$ cat src/rtl/icseq_pkg.sv
package icseq_pkg;

    typedef enum logic [2:0] {
        PH_FETCH  = 3'd0,
        PH_DECODE = 3'd1,
        PH_ADDR   = 3'd2,
        PH_OPND   = 3'd3,
        PH_EXEC   = 3'd4,
        PH_STORE  = 3'd5
    } phase_t;

    typedef struct packed {
        logic mem_rd;
        logic mem_wr;
        logic dec;
        logic addr;
        logic alu;
        logic reg_wr;
    } ctl_t;

    function automatic phase_t next_phase(input phase_t cur, input logic done,
                                          input logic mem_op, input logic to_mem);
        phase_t nx;
        nx = cur;
        case (cur)
            PH_FETCH:  if (done) nx = PH_DECODE;
            PH_DECODE: nx = mem_op ? PH_ADDR : PH_EXEC;
            PH_ADDR:   nx = PH_OPND;
            PH_OPND:   if (done) nx = PH_EXEC;
            PH_EXEC:   nx = PH_STORE;
            PH_STORE:  if (!to_mem || done) nx = PH_FETCH;
            default:   nx = PH_FETCH;
        endcase
        return nx;
    endfunction

endpackage

$ cat src/rtl/icseq_phase_fsm.sv
module icseq_phase_fsm
    import icseq_pkg::*;
(
    input  logic   clk,
    input  logic   rst,
    input  logic   mem_done,
    input  logic   hint_mem_op,
    input  logic   to_mem_q,
    output phase_t phase_q
);
    always_ff @(posedge clk) begin
        if (rst) phase_q <= PH_FETCH;
        else     phase_q <= next_phase(phase_q, mem_done, hint_mem_op, to_mem_q);
    end
endmodule

$ cat src/rtl/icseq_state_regs.sv
module icseq_state_regs
    import icseq_pkg::*;
#(
    parameter int ADDR_W = 16,
    parameter int WORD_W = 16,
    parameter int IDX_W  = 3
) (
    input  logic              clk,
    input  logic              rst,
    input  phase_t            phase_q,
    input  logic              mem_done,
    input  logic [WORD_W-1:0] mem_rdata,
    input  logic              hint_mem_dst,
    input  logic [IDX_W-1:0]  hint_dst,
    output logic [ADDR_W-1:0] pc_q,
    output logic [WORD_W-1:0] ir_q,
    output logic              to_mem_q,
    output logic [IDX_W-1:0]  dst_q
);
    logic fetch_done;
    assign fetch_done = (phase_q == PH_FETCH) && mem_done;

    always_ff @(posedge clk) begin
        if (rst) begin
            pc_q     <= '0;
            ir_q     <= '0;
            to_mem_q <= 1'b0;
            dst_q    <= '0;
        end else begin
            if (fetch_done) begin
                ir_q <= mem_rdata;
                pc_q <= pc_q + 1'b1;
            end
            if (phase_q == PH_DECODE) begin
                to_mem_q <= hint_mem_dst;
                dst_q    <= hint_dst;
            end
        end
    end
endmodule

$ cat src/rtl/icseq_ctl_decode.sv
module icseq_ctl_decode
    import icseq_pkg::*;
#(
    parameter int NUM_GPR = 8,
    parameter int IDX_W   = 3
) (
    input  phase_t             phase_q,
    input  logic               to_mem_q,
    input  logic [IDX_W-1:0]   dst_q,
    output ctl_t               ctl,
    output logic [NUM_GPR-1:0] sel
);
    always_comb begin
        ctl = '0;
        case (phase_q)
            PH_FETCH, PH_OPND: ctl.mem_rd = 1'b1;
            PH_DECODE:         ctl.dec    = 1'b1;
            PH_ADDR:           ctl.addr   = 1'b1;
            PH_EXEC:           ctl.alu    = 1'b1;
            PH_STORE: begin
                ctl.mem_wr = to_mem_q;
                ctl.reg_wr = !to_mem_q;
            end
            default:           ctl = '0;
        endcase
    end

    for (genvar g = 0; g < NUM_GPR; g++) begin : g_sel
        assign sel[g] = ctl.reg_wr && (dst_q == IDX_W'(g));
    end
endmodule

$ cat src/rtl/icseq_top.sv
module icseq_top
    import icseq_pkg::*;
#(
    parameter int ADDR_W  = 16,
    parameter int WORD_W  = 16,
    parameter int NUM_GPR = 8,
    localparam int IDX_W  = $clog2(NUM_GPR)
) (
    input  logic               clk,
    input  logic               rst,
    input  logic               mem_done,
    input  logic [WORD_W-1:0]  mem_rdata,
    input  logic               hint_mem_op,
    input  logic               hint_mem_dst,
    input  logic [IDX_W-1:0]   hint_dst,
    output logic [2:0]         phase,
    output logic [ADDR_W-1:0]  pc,
    output logic [WORD_W-1:0]  ir,
    output logic               mem_rd_en,
    output logic               mem_wr_en,
    output logic               decode_en,
    output logic               addr_en,
    output logic               alu_en,
    output logic               reg_wr_en,
    output logic [NUM_GPR-1:0] reg_wr_sel
);
    phase_t            phase_q;
    logic              to_mem_q;
    logic [IDX_W-1:0]  dst_q;
    ctl_t              ctl;

    icseq_phase_fsm u_fsm (
        .clk(clk), .rst(rst), .mem_done(mem_done),
        .hint_mem_op(hint_mem_op), .to_mem_q(to_mem_q), .phase_q(phase_q)
    );

    icseq_state_regs #(.ADDR_W(ADDR_W), .WORD_W(WORD_W), .IDX_W(IDX_W)) u_regs (
        .clk(clk), .rst(rst), .phase_q(phase_q), .mem_done(mem_done),
        .mem_rdata(mem_rdata), .hint_mem_dst(hint_mem_dst), .hint_dst(hint_dst),
        .pc_q(pc), .ir_q(ir), .to_mem_q(to_mem_q), .dst_q(dst_q)
    );

    icseq_ctl_decode #(.NUM_GPR(NUM_GPR), .IDX_W(IDX_W)) u_ctl (
        .phase_q(phase_q), .to_mem_q(to_mem_q), .dst_q(dst_q),
        .ctl(ctl), .sel(reg_wr_sel)
    );

    assign phase     = phase_q;
    assign mem_rd_en = ctl.mem_rd;
    assign mem_wr_en = ctl.mem_wr;
    assign decode_en = ctl.dec;
    assign addr_en   = ctl.addr;
    assign alu_en    = ctl.alu;
    assign reg_wr_en = ctl.reg_wr;
endmodule

$ cat config.mk
export PLATFORM = sky130hd
export DESIGN_NAME = icseq_top
export DESIGN_NICKNAME = d
export VERILOG_FILES = /design/src/rtl/icseq_pkg.sv /design/src/rtl/icseq_phase_fsm.sv /design/src/rtl/icseq_state_regs.sv /design/src/rtl/icseq_ctl_decode.sv /design/src/rtl/icseq_top.sv
export SDC_FILE = /design/constraint.sdc
export NUM_CORES = 1
export LEC_CHECK = 0
export BUFFER_PORTS_ARGS = -buffer_cell sky130_fd_sc_hd__clkbuf_2
export CAP_MARGIN = 20
export CORE_MARGIN = 5
export CORE_UTILIZATION = 29
export DETAILED_ROUTE_END_ITERATION = 7
export PLACE_DENSITY = 0.64
export SYNTH_ARGS = -nofsm -noshare
export SYNTH_HDL_FRONTEND = slang
export SYNTH_HIERARCHICAL = 1
export SYNTH_SLANG_ARGS = --single-unit
$ cat constraint.sdc
create_clock -name clk -period 2.33 [get_ports clk]
set_input_delay 0.233 -clock clk [delete_from_list [all_inputs] [get_ports clk]]
set_output_delay 0.233 -clock clk [all_outputs]
set_load 0.02 [all_outputs]
---- Yosys cells after proc, flatten, opt, wreduce, memory -nomap -nowiden ----
Index checks and enable logic that the tools add are counted.
word-level totals
  input port bits ......................... 24
  flip-flop bits (word level) ............. 39
  word-level logic and storage cells ...... 47
  output and inout port bits .............. 49
operators by class
  reduce and logical (&&, ||, !) cells .... 15
  multiplexer cells ....................... 11
  $add $sub $neg .......................... 1
  eq/ne operators ......................... 15
operators by type and width
  cell                   count
  $eq 3x3->1 const B     6
  $pmux 3 s6             1
  $add 16x1->16 const B  1
  $eq 3x2->1 const B     4
  $mux 3                 4
  $logic_and 1x1->1      9
  $eq 3x1->1 const B     2
  $logic_not 3->1        2
  $mux 1                 6
  $ne 2x2->1 const B     3
  $reduce_and 3->1       1
  $reduce_or 2->1        1
  $logic_not 1->1        1
  $logic_or 1x1->1       1

---- Logic depth before layout (Yosys ltp) ----
  word-level depth ........................ 4
  gate-level depth with buffers ........... 6
  gate-level depth less buffers ........... 5

---- By module ----
Netlist, hierarchy kept.
by module, submodules not included
  module            area each (sq um)  cells each  seq. area each (sq um)  instances
  icseq_state_regs  1451.4             169         720.7                   1
  icseq_phase_fsm   147.6              18          60.1                    1
  icseq_ctl_decode  141.4              19          0.0                     1

---- Least setup slack after synthesis ----
OpenSTA, ideal clock, no wires.
  kind .................................... register -> register
  start point ............................. register u_fsm.phase_q[1]
  end point ............................... register u_regs.pc_q[15]
  library setup time ...................... 0.123 ns
  data arrival time ....................... 1.982 ns
  stages on the path, launching flop included .. 6
  data required time ...................... 2.207 ns
  setup slack ............................. 0.225 ns
  buffers on the path ..................... 1
  clock period less this slack ............ 2.105 ns
  cell sequence ........................... dfxtp_1 > or4b_1 > buf_2 > nor4_4 > nand4_1 > mux2_1
between the ends
  word-level cells in the longest chain between the ends .. 2
RTL lines
  what                    RTL line                text
  from (decl)             icseq_phase_fsm.sv:9    output phase_t phase_q
  from (signal assigned)  icseq_phase_fsm.sv:13   else phase_q <= next_phase(phase_q, mem_done, hint_mem_op, to_mem_q);
  $logic_not 3->1         icseq_state_regs.sv:21  assign fetch_done = (phase_q == PH_FETCH) && mem_done;
  $logic_and 1x1->1       icseq_state_regs.sv:21
  to (signal assigned)    icseq_state_regs.sv:32  pc_q <= pc_q + 1'b1;
  to (decl)               icseq_state_regs.sv:15  output logic [ADDR_W-1:0] pc_q,
No other way between the ends.
A chain may end at the register's enable or synchronous reset.

---- Worst setup path in the final report ----
  start point ............................. register u_fsm.phase_q[1]
  end point ............................... output port reg_wr_sel[4]
between the ends
  word-level cells in the longest chain between the ends .. 3
RTL lines
  what               RTL line                text
  $eq 3x3->1         icseq_ctl_decode.sv:15  case (phase_q)
  $mux 1             icseq_ctl_decode.sv:15
  $logic_and 1x1->1  icseq_ctl_decode.sv:29  assign sel[g] = ctl.reg_wr && (dst_q == IDX_W'(g));
  to (decl)          icseq_top.sv:25         output logic [NUM_GPR-1:0] reg_wr_sel
No other way between the ends.

==> run metrics <==
syn_nets 231; setup slack after layout 0.309 ns; drt drc 0; Max clock buf depth 2; hold_buf cts 0; synthesized area 0.00174 mm^2; Final ANT Viol Nets 0; GRT Util Overall around 11%; DP Wirelength roughly 3.1 mm; global-route wire length before repair 6.90 mm; Peak VDD IR 0.000381 V; # IOs 73; largest net degree at the start of global routing 35; setup tns final 0 ns; H-tree levels 2; Root Driver clkbuf_8; PwrDens 632 mW/mm^2; crit share post-route 86.7%; CTS sink count 39; pre-CTS WS 0.362 ns; post-synthesis instance total 206; drt initial violations 52; leakage about 0.001 uW; multi-input combinational cell area roughly 910 um^2; fin nets 307; Congestion Overflow GR 0; final estimated routing congestion in global placement between 0.6 and 0.7; Die W 87.5 um; clock skew 0.00430 ns; crit path capture type primary output; worst skew pair latency 0.29 ns; Ys Warns 6; ratio of cells with drive above 1 in the final layout 33.2%; CP required 2.10 ns; post-CTS setup buffer count 0; die height between 80 and 90 um; Netlist cell types 33; critical path class reg2out; drt via density 4.65; router iterations before antenna repair 6; final core occ between 30% and 40%; MaxCap Viol Count 0; # diodes 0; number of enable flip-flop cells after synthesis 0; Worst Path Max Fanout 16; Core ar. 0.00589 mm^2; Port Buffers 72; CP Cell Sequence buf_4, nand4bb_1, nor4b_1, clkbuf_2; critical path's slowest cell nand4bb_1; Bufs and invs on worst path 2; CTS tree built; WP data arrival 1.79 ns; Rows 28; f_max 495 MHz; Startpoint Class flip-flop; routed len/inst approximately 12 um; Hold Path Class in2reg; Fin. Hold Viols 0; async set-reset flop share out of synthesis 0%; status finished, final reports clean; die area 0.00765 mm^2; Area Growth Syn to Fin 32.1%; top_reg_cell synth dfxtp_1; Syn Area/Cell 8.45 um^2; slew margin rel. 52.1%; min Tclk post-route 2.02 ns; Max stage delay on crit path 0.39 ns; total CTS buffers 5; Non-Filler Instances 358; initial antenna violation count 0; Tightest Pin Transition 0.716 ns; PostCTS Resize Cnt 0; RSZ-0062 raised after global routing false; Crit path max-delay family simple AND/OR/NAND/NOR gates; endpoints failing setup 0; Worst-path clk slew 0.08 ns; vias in the first global route 1519; routed wire length about 4.3 mm; Final Max Slew Viols 0; Synth Register Bits 39; sequential share of the synthesized area between 40% and 50%; Placed Instances 350; register area between 700 and 800 um^2; Starting Density 29.6%; via count 1663; final-layout fill cell count 644
[power breakdown]
part | total (uW) | internal (uW) | switching, uW
Combinational | 275 | 103 | 172
Sequential | 733 | 704 | 29.0
Clock | 446 | 209 | 237
[sequential cells by signal, indices dropped and copies added (netlist names)]
register,cells
u_regs/ir_q,16
u_regs/pc_q,16
u_fsm/phase_q,3
u_regs/dst_q,3
u_regs/to_mem_q,1
[path summary, 6_finish.rpt]
check / slack, ns / depth (start not counted) / to / startpoint
setup / recovery: 0.31 / 4 / reg_wr_sel[4] / u_fsm/phase_q[1]
hold / removal: 0.15 / 3 / u_regs/ir_q[12] / mem_rdata[12]
setup reg to reg: 0.37 / 4 / u_regs/pc_q[15] / u_fsm/phase_q[1]
hold reg to reg: 0.46 / 2 / u_regs/ir_q[4] / u_regs/ir_q[4]
[kinds of logic after synthesis]
kind of cell	count (synthesis)	synth area share [%]
and+or+nand+nor	105	32.2
DFF	39	44.9
AOI/OAI and AO/OA	30	9.78
buffers and inverters	14	3.16
xor gates and xnor gates	10	5.03
muxes	7	4.24
adders and majority gates	1	0.719
[Yosys cell counts, drive strengths merged (2+ instances only)]
cell    instances  share of area (%)
nor3b           6                2.6
nand2b          3                1.1
mux2            3                1.9
nand4           3                1.1
mux2i           4                2.3
nor3            6                1.7
nor2b           3                1.1
o21ai           2               0.58
xor2            3                1.5
nor4            4                3.2
xnor2           7                3.5
clkbuf          6                1.3
nand2          40                8.6
a21oi          23                6.6
inv             4               0.86
a31o            3                1.5
buf             4                1.0
nor4b           4                2.4
dfxtp          39                 45
nor2           23                5.0
nand3           6                1.7
and4b           3                1.7
[layout make-up]
| class | instances | area share, % |
|---|---|---|
| clock buffers | 6 | 3.16 |
| multi-input cells | 153 | 39.6 |
| inverters | 4 | 0.653 |
| flip-flops and latches | 39 | 34.0 |
| well taps | 75 | 4.08 |
| clock inverters | 2 | 0.544 |
| repair buffers | 79 | 18.0 |
[worst register-to-register path, cell delays in order, from the launching register on]
cell and delay [ns]:
dfxtp_1 0.31, or4b_1 0.65, nor4_4 0.44, nand4_1 0.15
mux2_1 0.31
[stage by stage]
step | total power [uW] | hold slack, ns | instance area (um^2)
2_1_floorplan | 923 | 0.310 | 1740
3_3_place_gp | 1020 | 0.444 | 2210
3_5_place_dp | 1030 | 0.450 | 2210
4_1_cts | 1480 | 0.141 | 2300
5_1_grt | 1530 | 0.152 | 2300
6_report | 1450 | 0.152 | 2300
[layout by cell type, fill, tap and decap left out, types with 2 or more instances in the layout]
| master | synthesis | routed |
|---|---|---|
| a21oi_1 | 23 | 23 |
| a31o_2 | 3 | 3 |
| and4b_1 | 3 | 3 |
| buf_4 | 0 | 7 |
| clkbuf_2 | 0 | 72 |
| clkbuf_8 | 0 | 5 |
| dfxtp_1 | 39 | 39 |
| inv_1 | 3 | 3 |
| mux2_1 | 3 | 3 |
| mux2i_1 | 4 | 4 |
| nand2_1 | 40 | 40 |
| nand2b_1 | 3 | 3 |
| nand3_1 | 6 | 6 |
| nand4_1 | 3 | 3 |
| nor2_1 | 23 | 23 |
| nor2b_1 | 3 | 3 |
| nor3_1 | 6 | 6 |
| nor3b_1 | 6 | 6 |
| nor4_1 | 2 | 2 |
| nor4_4 | 2 | 2 |
| nor4b_1 | 3 | 2 |
| nor4b_2 | 1 | 2 |
| o21ai_0 | 2 | 2 |
| xnor2_1 | 7 | 7 |
| xor2_1 | 3 | 3 |
[metal layers]
layer  vias up  wire length, um  track usage, %
met5         -                0               0
met4         0               64            5.02
met3         7              272            3.31
met2        45             2030            18.4
met1       751             1930            14.2
li1        860                -               -
Power figures use the tool's default switching activity.
